===== src/rtl/intc_pkg.sv =====
package intc_pkg;
  typedef enum logic [2:0] {
    RG_MODE   = 3'd0,
    RG_CAUSE  = 3'd1,
    RG_MASKED = 3'd2,
    RG_CSET   = 3'd3,
    RG_MASK   = 3'd4,
    RG_MSET   = 3'd5,
    RG_MCLR   = 3'd6
  } reg_sel_e;
endpackage


===== src/rtl/intc_decode.sv =====
module intc_decode #(
  parameter int ADDR_W = 3
) (
  input  logic [ADDR_W-1:0] addr,
  input  logic              wr_en,
  input  logic              rd_en,
  output logic              mode_wr,
  output logic              cause_wr,
  output logic              masked_wr,
  output logic              cset_wr,
  output logic              mask_wr,
  output logic              mset_wr,
  output logic              mclr_wr,
  output logic              cause_rd,
  output logic              masked_rd
);
  import intc_pkg::*;

  function automatic logic hit(input logic [ADDR_W-1:0] a, input reg_sel_e r);
    return a == ADDR_W'(r);
  endfunction

  always_comb begin
    mode_wr   = wr_en && hit(addr, RG_MODE);
    cause_wr  = wr_en && hit(addr, RG_CAUSE);
    masked_wr = wr_en && hit(addr, RG_MASKED);
    cset_wr   = wr_en && hit(addr, RG_CSET);
    mask_wr   = wr_en && hit(addr, RG_MASK);
    mset_wr   = wr_en && hit(addr, RG_MSET);
    mclr_wr   = wr_en && hit(addr, RG_MCLR);
    cause_rd  = rd_en && hit(addr, RG_CAUSE);
    masked_rd = rd_en && hit(addr, RG_MASKED);
  end
endmodule


===== src/rtl/intc_cause_reg.sv =====
module intc_cause_reg #(
  parameter int N = 32
) (
  input  logic         clk,
  input  logic         rst_n,
  input  logic [N-1:0] hw_evt,
  input  logic [N-1:0] wr_data,
  input  logic [N-1:0] mask,
  input  logic         mode_wr,
  input  logic         cause_wr,
  input  logic         masked_wr,
  input  logic         cset_wr,
  input  logic         cause_rd,
  input  logic         masked_rd,
  output logic [N-1:0] mode,
  output logic [N-1:0] cause,
  output logic [N-1:0] set_vec,
  output logic [N-1:0] clr_vec
);
  // mode bit 0: write-one-to-clear, 1: clear-on-read
  function automatic logic [N-1:0] w1c_hits(input logic [N-1:0] d,
                                            input logic [N-1:0] m,
                                            input logic [N-1:0] vis);
    return d & ~m & vis;
  endfunction

  function automatic logic [N-1:0] cor_hits(input logic [N-1:0] c,
                                            input logic [N-1:0] m,
                                            input logic [N-1:0] vis);
    return c & m & vis;
  endfunction

  function automatic logic [N-1:0] next_cause(input logic [N-1:0] c,
                                              input logic [N-1:0] s,
                                              input logic [N-1:0] k);
    return (c & ~k) | s;   // set wins over clear
  endfunction

  localparam logic [N-1:0] ALL = {N{1'b1}};

  logic [N-1:0] clr_w1c, clr_cor;

  always_comb begin
    clr_w1c = '0;
    clr_cor = '0;
    if (cause_wr)  clr_w1c = w1c_hits(wr_data, mode, ALL);
    if (masked_wr) clr_w1c = w1c_hits(wr_data, mode, ~mask);
    if (cause_rd)  clr_cor = cor_hits(cause, mode, ALL);
    if (masked_rd) clr_cor = cor_hits(cause, mode, ~mask);
    clr_vec = clr_w1c | clr_cor;
    set_vec = hw_evt | (cset_wr ? wr_data : '0);
  end

  always_ff @(posedge clk or negedge rst_n) begin
    if (!rst_n) begin
      cause <= '0;
      mode  <= '0;
    end else begin
      cause <= next_cause(cause, set_vec, clr_vec);
      if (mode_wr) mode <= wr_data;
    end
  end
endmodule


===== src/rtl/intc_mask_reg.sv =====
module intc_mask_reg #(
  parameter int N = 32
) (
  input  logic         clk,
  input  logic         rst_n,
  input  logic [N-1:0] wr_data,
  input  logic         mask_wr,
  input  logic         mset_wr,
  input  logic         mclr_wr,
  output logic [N-1:0] mask
);
  function automatic logic [N-1:0] next_mask(input logic [N-1:0] m,
                                             input logic [N-1:0] d,
                                             input logic wr, input logic st,
                                             input logic cl);
    logic [N-1:0] r;
    r = m;
    if (wr) r = d;
    if (st) r = r | d;
    if (cl) r = r & ~d;
    return r;
  endfunction

  always_ff @(posedge clk or negedge rst_n) begin
    if (!rst_n) mask <= '1;
    else        mask <= next_mask(mask, wr_data, mask_wr, mset_wr, mclr_wr);
  end
endmodule


===== src/rtl/intc_rd_port.sv =====
module intc_rd_port #(
  parameter int N      = 32,
  parameter int ADDR_W = 3
) (
  input  logic              clk,
  input  logic              rst_n,
  input  logic              rd_en,
  input  logic [ADDR_W-1:0] addr,
  input  logic [N-1:0]      mode,
  input  logic [N-1:0]      cause,
  input  logic [N-1:0]      mask,
  output logic [N-1:0]      rd_data
);
  import intc_pkg::*;

  logic [N-1:0] rd_mux;

  always_comb begin
    rd_mux = '0;
    if (addr == ADDR_W'(RG_MODE))   rd_mux = mode;
    if (addr == ADDR_W'(RG_CAUSE))  rd_mux = cause;
    if (addr == ADDR_W'(RG_MASKED)) rd_mux = cause & ~mask;
    if (addr == ADDR_W'(RG_MASK))   rd_mux = mask;
  end

  always_ff @(posedge clk or negedge rst_n) begin
    if (!rst_n)     rd_data <= '0;
    else if (rd_en) rd_data <= rd_mux;
  end
endmodule


===== src/rtl/intc_regbank.sv =====
module intc_regbank #(
  parameter int N      = 32,
  parameter int ADDR_W = 3
) (
  input  logic              clk,
  input  logic              rst_n,
  input  logic [N-1:0]      hw_evt,
  input  logic [ADDR_W-1:0] addr,
  input  logic              wr_en,
  input  logic [N-1:0]      wr_data,
  input  logic              rd_en,
  output logic [N-1:0]      rd_data,
  output logic              irq
);
  logic mode_wr, cause_wr, masked_wr, cset_wr, mask_wr, mset_wr, mclr_wr;
  logic cause_rd, masked_rd;
  logic [N-1:0] mode_q, cause_q, mask_q, set_vec, clr_vec;

  intc_decode #(.ADDR_W(ADDR_W)) u_dec (
    .addr(addr), .wr_en(wr_en), .rd_en(rd_en),
    .mode_wr(mode_wr), .cause_wr(cause_wr), .masked_wr(masked_wr),
    .cset_wr(cset_wr), .mask_wr(mask_wr), .mset_wr(mset_wr),
    .mclr_wr(mclr_wr), .cause_rd(cause_rd), .masked_rd(masked_rd)
  );

  intc_cause_reg #(.N(N)) u_cause (
    .clk(clk), .rst_n(rst_n), .hw_evt(hw_evt), .wr_data(wr_data),
    .mask(mask_q), .mode_wr(mode_wr), .cause_wr(cause_wr),
    .masked_wr(masked_wr), .cset_wr(cset_wr), .cause_rd(cause_rd),
    .masked_rd(masked_rd), .mode(mode_q), .cause(cause_q),
    .set_vec(set_vec), .clr_vec(clr_vec)
  );

  intc_mask_reg #(.N(N)) u_mask (
    .clk(clk), .rst_n(rst_n), .wr_data(wr_data), .mask_wr(mask_wr),
    .mset_wr(mset_wr), .mclr_wr(mclr_wr), .mask(mask_q)
  );

  intc_rd_port #(.N(N), .ADDR_W(ADDR_W)) u_rd (
    .clk(clk), .rst_n(rst_n), .rd_en(rd_en), .addr(addr),
    .mode(mode_q), .cause(cause_q), .mask(mask_q), .rd_data(rd_data)
  );

  assign irq = |(cause_q & ~mask_q);
endmodule


===== config.mk =====
export PLATFORM = sky130hd
export DESIGN_NAME = intc_regbank
export DESIGN_NICKNAME = d
export VERILOG_FILES = /design/src/rtl/intc_pkg.sv /design/src/rtl/intc_decode.sv /design/src/rtl/intc_cause_reg.sv /design/src/rtl/intc_mask_reg.sv /design/src/rtl/intc_rd_port.sv /design/src/rtl/intc_regbank.sv
export SDC_FILE = /design/constraint.sdc
export NUM_CORES = 1
export LEC_CHECK = 0
export ABC_AREA = 1
export ABC_CLOCK_PERIOD_IN_PS = 920
export BUFFER_PORTS_ARGS = -buffer_cell sky130_fd_sc_hd__buf_2
export CELL_PAD_IN_SITES_DETAIL_PLACEMENT = 1
export CELL_PAD_IN_SITES_GLOBAL_PLACEMENT = 1
export CORE_MARGIN = 10
export CORE_UTILIZATION = 37
export DETAILED_ROUTE_END_ITERATION = 16
export PLACE_DENSITY_LB_ADDON = 0.1
export RECOVER_POWER = 100
export SLEW_MARGIN = 5
export SYNTH_ARGS = -nofsm -noshare
export SYNTH_HDL_FRONTEND = slang
export SYNTH_SLANG_ARGS = --single-unit
export TNS_END_PERCENT = 100

===== constraint.sdc =====
create_clock -name clk -period 0.92 [get_ports clk]
set_input_delay 0.046 -clock clk [delete_from_list [all_inputs] [get_ports clk]]
set_output_delay 0.046 -clock clk [all_outputs]
set_load 0.005 [all_outputs]

==> results.toml <==
[status]
status = "finished, violations left"
violations = "negative setup slack"

[cells_and_area]
finalNonFillerCells = 1698
area_growth_pct = 56.4
seq_area_mm2 = 0.00324
final_util = 0.588
final_net_count = 1486
diodes = 0
multiInputGateArea_mm2 = 0.00432
drive_gt1_frac = 0.388
design_area_mm2 = 0.0119
nFillCells = 2497

[sta]
maxSlewViolCount = 0
hold_violations = 0
setup_tns_ns = -14.44
max_freq_ghz = 0.550
finalCritPeriodShare = 1.98
fin_skew_ns = 0.0104
setup_viol = 130
min_period_ns = 1.82
setup_ws_ns = -0.898
tightestPinTransition_ns = 0.666
slew_headroom = 0.556
rsz0062_at_grt = "true"

[critical_path]
r2r_slack_ns = -0.24
path_max_fanout = 2
worst_setup_path_start_kind = "flop"
cp-end-kind = "output pin"
crit_type = "reg -> out"
cp_data_arrival_time_ns = 1.77
worstReg2RegEnd = "u_rd.rd_data[5]"
rr_worst_depth = 7
required_ns = 0.87
reg2reg_from = "u_mask.mask[5]"

[clocking]
clock_path_buffers = 2
htreeDepth = 4
clock-sinks = 128
cts_root_buf = "clkbuf_16"
cts_tree = "done"
cts-buffers-inserted = 17
insertion_delay_ns = 0.43
cts.clk_slew.worst_paths_ns = 0.05

[placement]
pre_cts_slack_ns = -0.621
port-buffer-count = 103
placed_cell_area_mm2 = 0.00954
place.gp.congestion = 0.810
dpl.cell_count = 1587
dp.final_hpwl_um = 20900

[routing]
antenna_left = 0
drt_iter0_markers = 430
drt-pass1-iter-count = 5
drc_errors = 0
wl_per_cell_um = 19.5
drt-total-wl_um = 33100
post_drt_via_cell_ratio = 5.15
vias = 8747

[job]
maxCapViolCount = 0

[hold_path]
hold_end = "u_cause.mode[17]"
hold_class = "in -> reg"
hold_depth = 3
min_from = "wr_data[17]"

[grt]
overflow = 0
grt_max_degree = 27
grt_pass1_wl_um = 51000
antenna_found_initial = 0
track_usage = 0.243
first_global_vias = 9365

[pwr]
leakagePower_nw = 5.98
vdd_drop_max_mv = 1.25
powerDensity_mw_per_mm2 = 1800

[logic_synthesis]
ys_ff_latch = 128
synth_area_leaders = "dfrtp_1, nand2_1, dfstp_2, nor2_1, inv_1"
netlist.area_leader.share = 0.316
syn_avg_cell_area_um2 = 6.76
syn_nets = 1197
yosys_warnings = 0
synth_top_cell_by_area = "dfrtp_1"
yosysSeqAreaShare = 0.426
netlist_instances = 1126
synth_area_mm2 = 0.00761
synth_cell_types = 20

[floorplan]
row_count = 52
die-area_mm2 = 0.0267
die_h_um = 163
coreArea_mm2 = 0.0202
ios = 104
fp.dieW_um = 163
start_util = 0.376
==> through the flow <==
step / power [mW] / hold WS [ns]
floorplan: 9.72 / -0.250
global placement: 12.1 / -0.000847
detailed placement: 12.2 / -0.00667
CTS: 20.8 / 0.000180
global route: 22.5 / 0.0214
finish: 21.5 / 0.00952
==> how the worst max path moves through the flow <==
stage / startpoint / to / slack [ns] / cells after the start
2_1_floorplan: u_mask.mask[7] / irq / -0.12 / 7
3_5_place_dp: u_mask.mask[13] / irq / -0.62 / 8
4_1_cts: u_mask.mask[13] / irq / -0.92 / 8
6_report: u_mask.mask[13] / irq / -0.90 / 8
3_3_place_gp: u_mask.mask[13] / irq / -0.59 / 8
5_1_grt: u_mask.mask[3] / irq / -0.96 / 8
==> registers in the layout, summed over array words and instances, names as in the netlist <==
register and cells:
u_cause.cause 32, u_mask.mask 32, u_rd.rd_data 32, u_cause.mode 32
==> cells by family after synthesis <==
logic type | synth area share
AND/OR/NAND/NOR | 0.305
flip-flops | 0.426
buffers and inverters | 0.115
AO/OA/AOI/OAI | 0.154
==> Yosys cell counts <==
| cell | count |
|---|---|
| nand3_1 | 36 |
| o21bai_1 | 32 |
| inv_1 | 164 |
| o21a_1 | 32 |
| dfstp_2 | 32 |
| nor3_1 | 2 |
| buf_2 | 18 |
| nand4_1 | 35 |
| inv_2 | 3 |
| buf_1 | 2 |
| dfrtp_1 | 96 |
| a21oi_1 | 32 |
| nor2_2 | 2 |
| buf_4 | 3 |
| a21boi_2 | 1 |
| o21ai_0 | 64 |
| clkbuf_1 | 34 |
| nor2_1 | 198 |
| nand2_1 | 308 |
| o22ai_1 | 32 |
==> per-layer routing <==
metal | part of all wire | global-route usage | vias up
li1 | - | - | 4116
met1 | 0.42 | 0.293 | 4389
met2 | 0.52 | 0.430 | 204
met3 | 0.042 | 0.0471 | 38
met4 | 0.017 | 0.0627 | 0
met5 | 0 | 0 | -
==> power breakdown <==
group / switching [mW] / internal (mW)
registers: 0.632 / 6.67
logic: 3.50 / 3.13
clock network: 2.71 / 4.82
total: 6.85 / 14.6
==> area by class of cell <==
cell class	instances	area share
clock buffers	23	0.0410
clock inverters	9	0.0129
inverters	167	0.0527
multi-input cells	774	0.363
flip-flops and latches	128	0.273
well taps	270	0.0284
repair buffers	327	0.229
==> placed cells by master (no fill, tap or decap), types with 4 or more instances in the layout <==
cell,n
a21oi_1,18
a21oi_2,14
buf_12,14
buf_2,101
buf_4,86
buf_6,59
bufinv_16,4
clkbuf_16,17
clkbuf_2,7
clkbuf_8,4
dfrtp_1,96
dfstp_2,32
dlygate4sd3_1,59
inv_1,131
inv_2,36
nand2_1,275
nand2_2,26
nand2_4,7
nand3_1,25
nand3_2,11
nand4_1,35
nor2_1,131
nor2_2,51
nor2_4,18
o21a_1,32
o21ai_0,32
o21ai_1,6
o21ai_2,26
o21bai_1,32
o22ai_2,27
o22ai_4,5
==> critical path: stages (launching register included) <==
cell and delay (ns):
dfstp_2 0.53, inv_2 0.04, nand2_2 0.07, nand2_2 0.07, nor2_4 0.13, nand2_1 0.07, nor3_2 0.20, nand2_1 0.10
buf_2 0.14
==> timing repair <==
action / in CTS / in global routing
hold endpoints to repair: 175 / 0
endpoints found under the setup margin: 161 / 134
pin swaps: 174 / 120
gates resized for setup: 163 / 119
setup buffers: 1 / 35
hold buffers: 59 / 0
(Power assumes the default switching activity.)
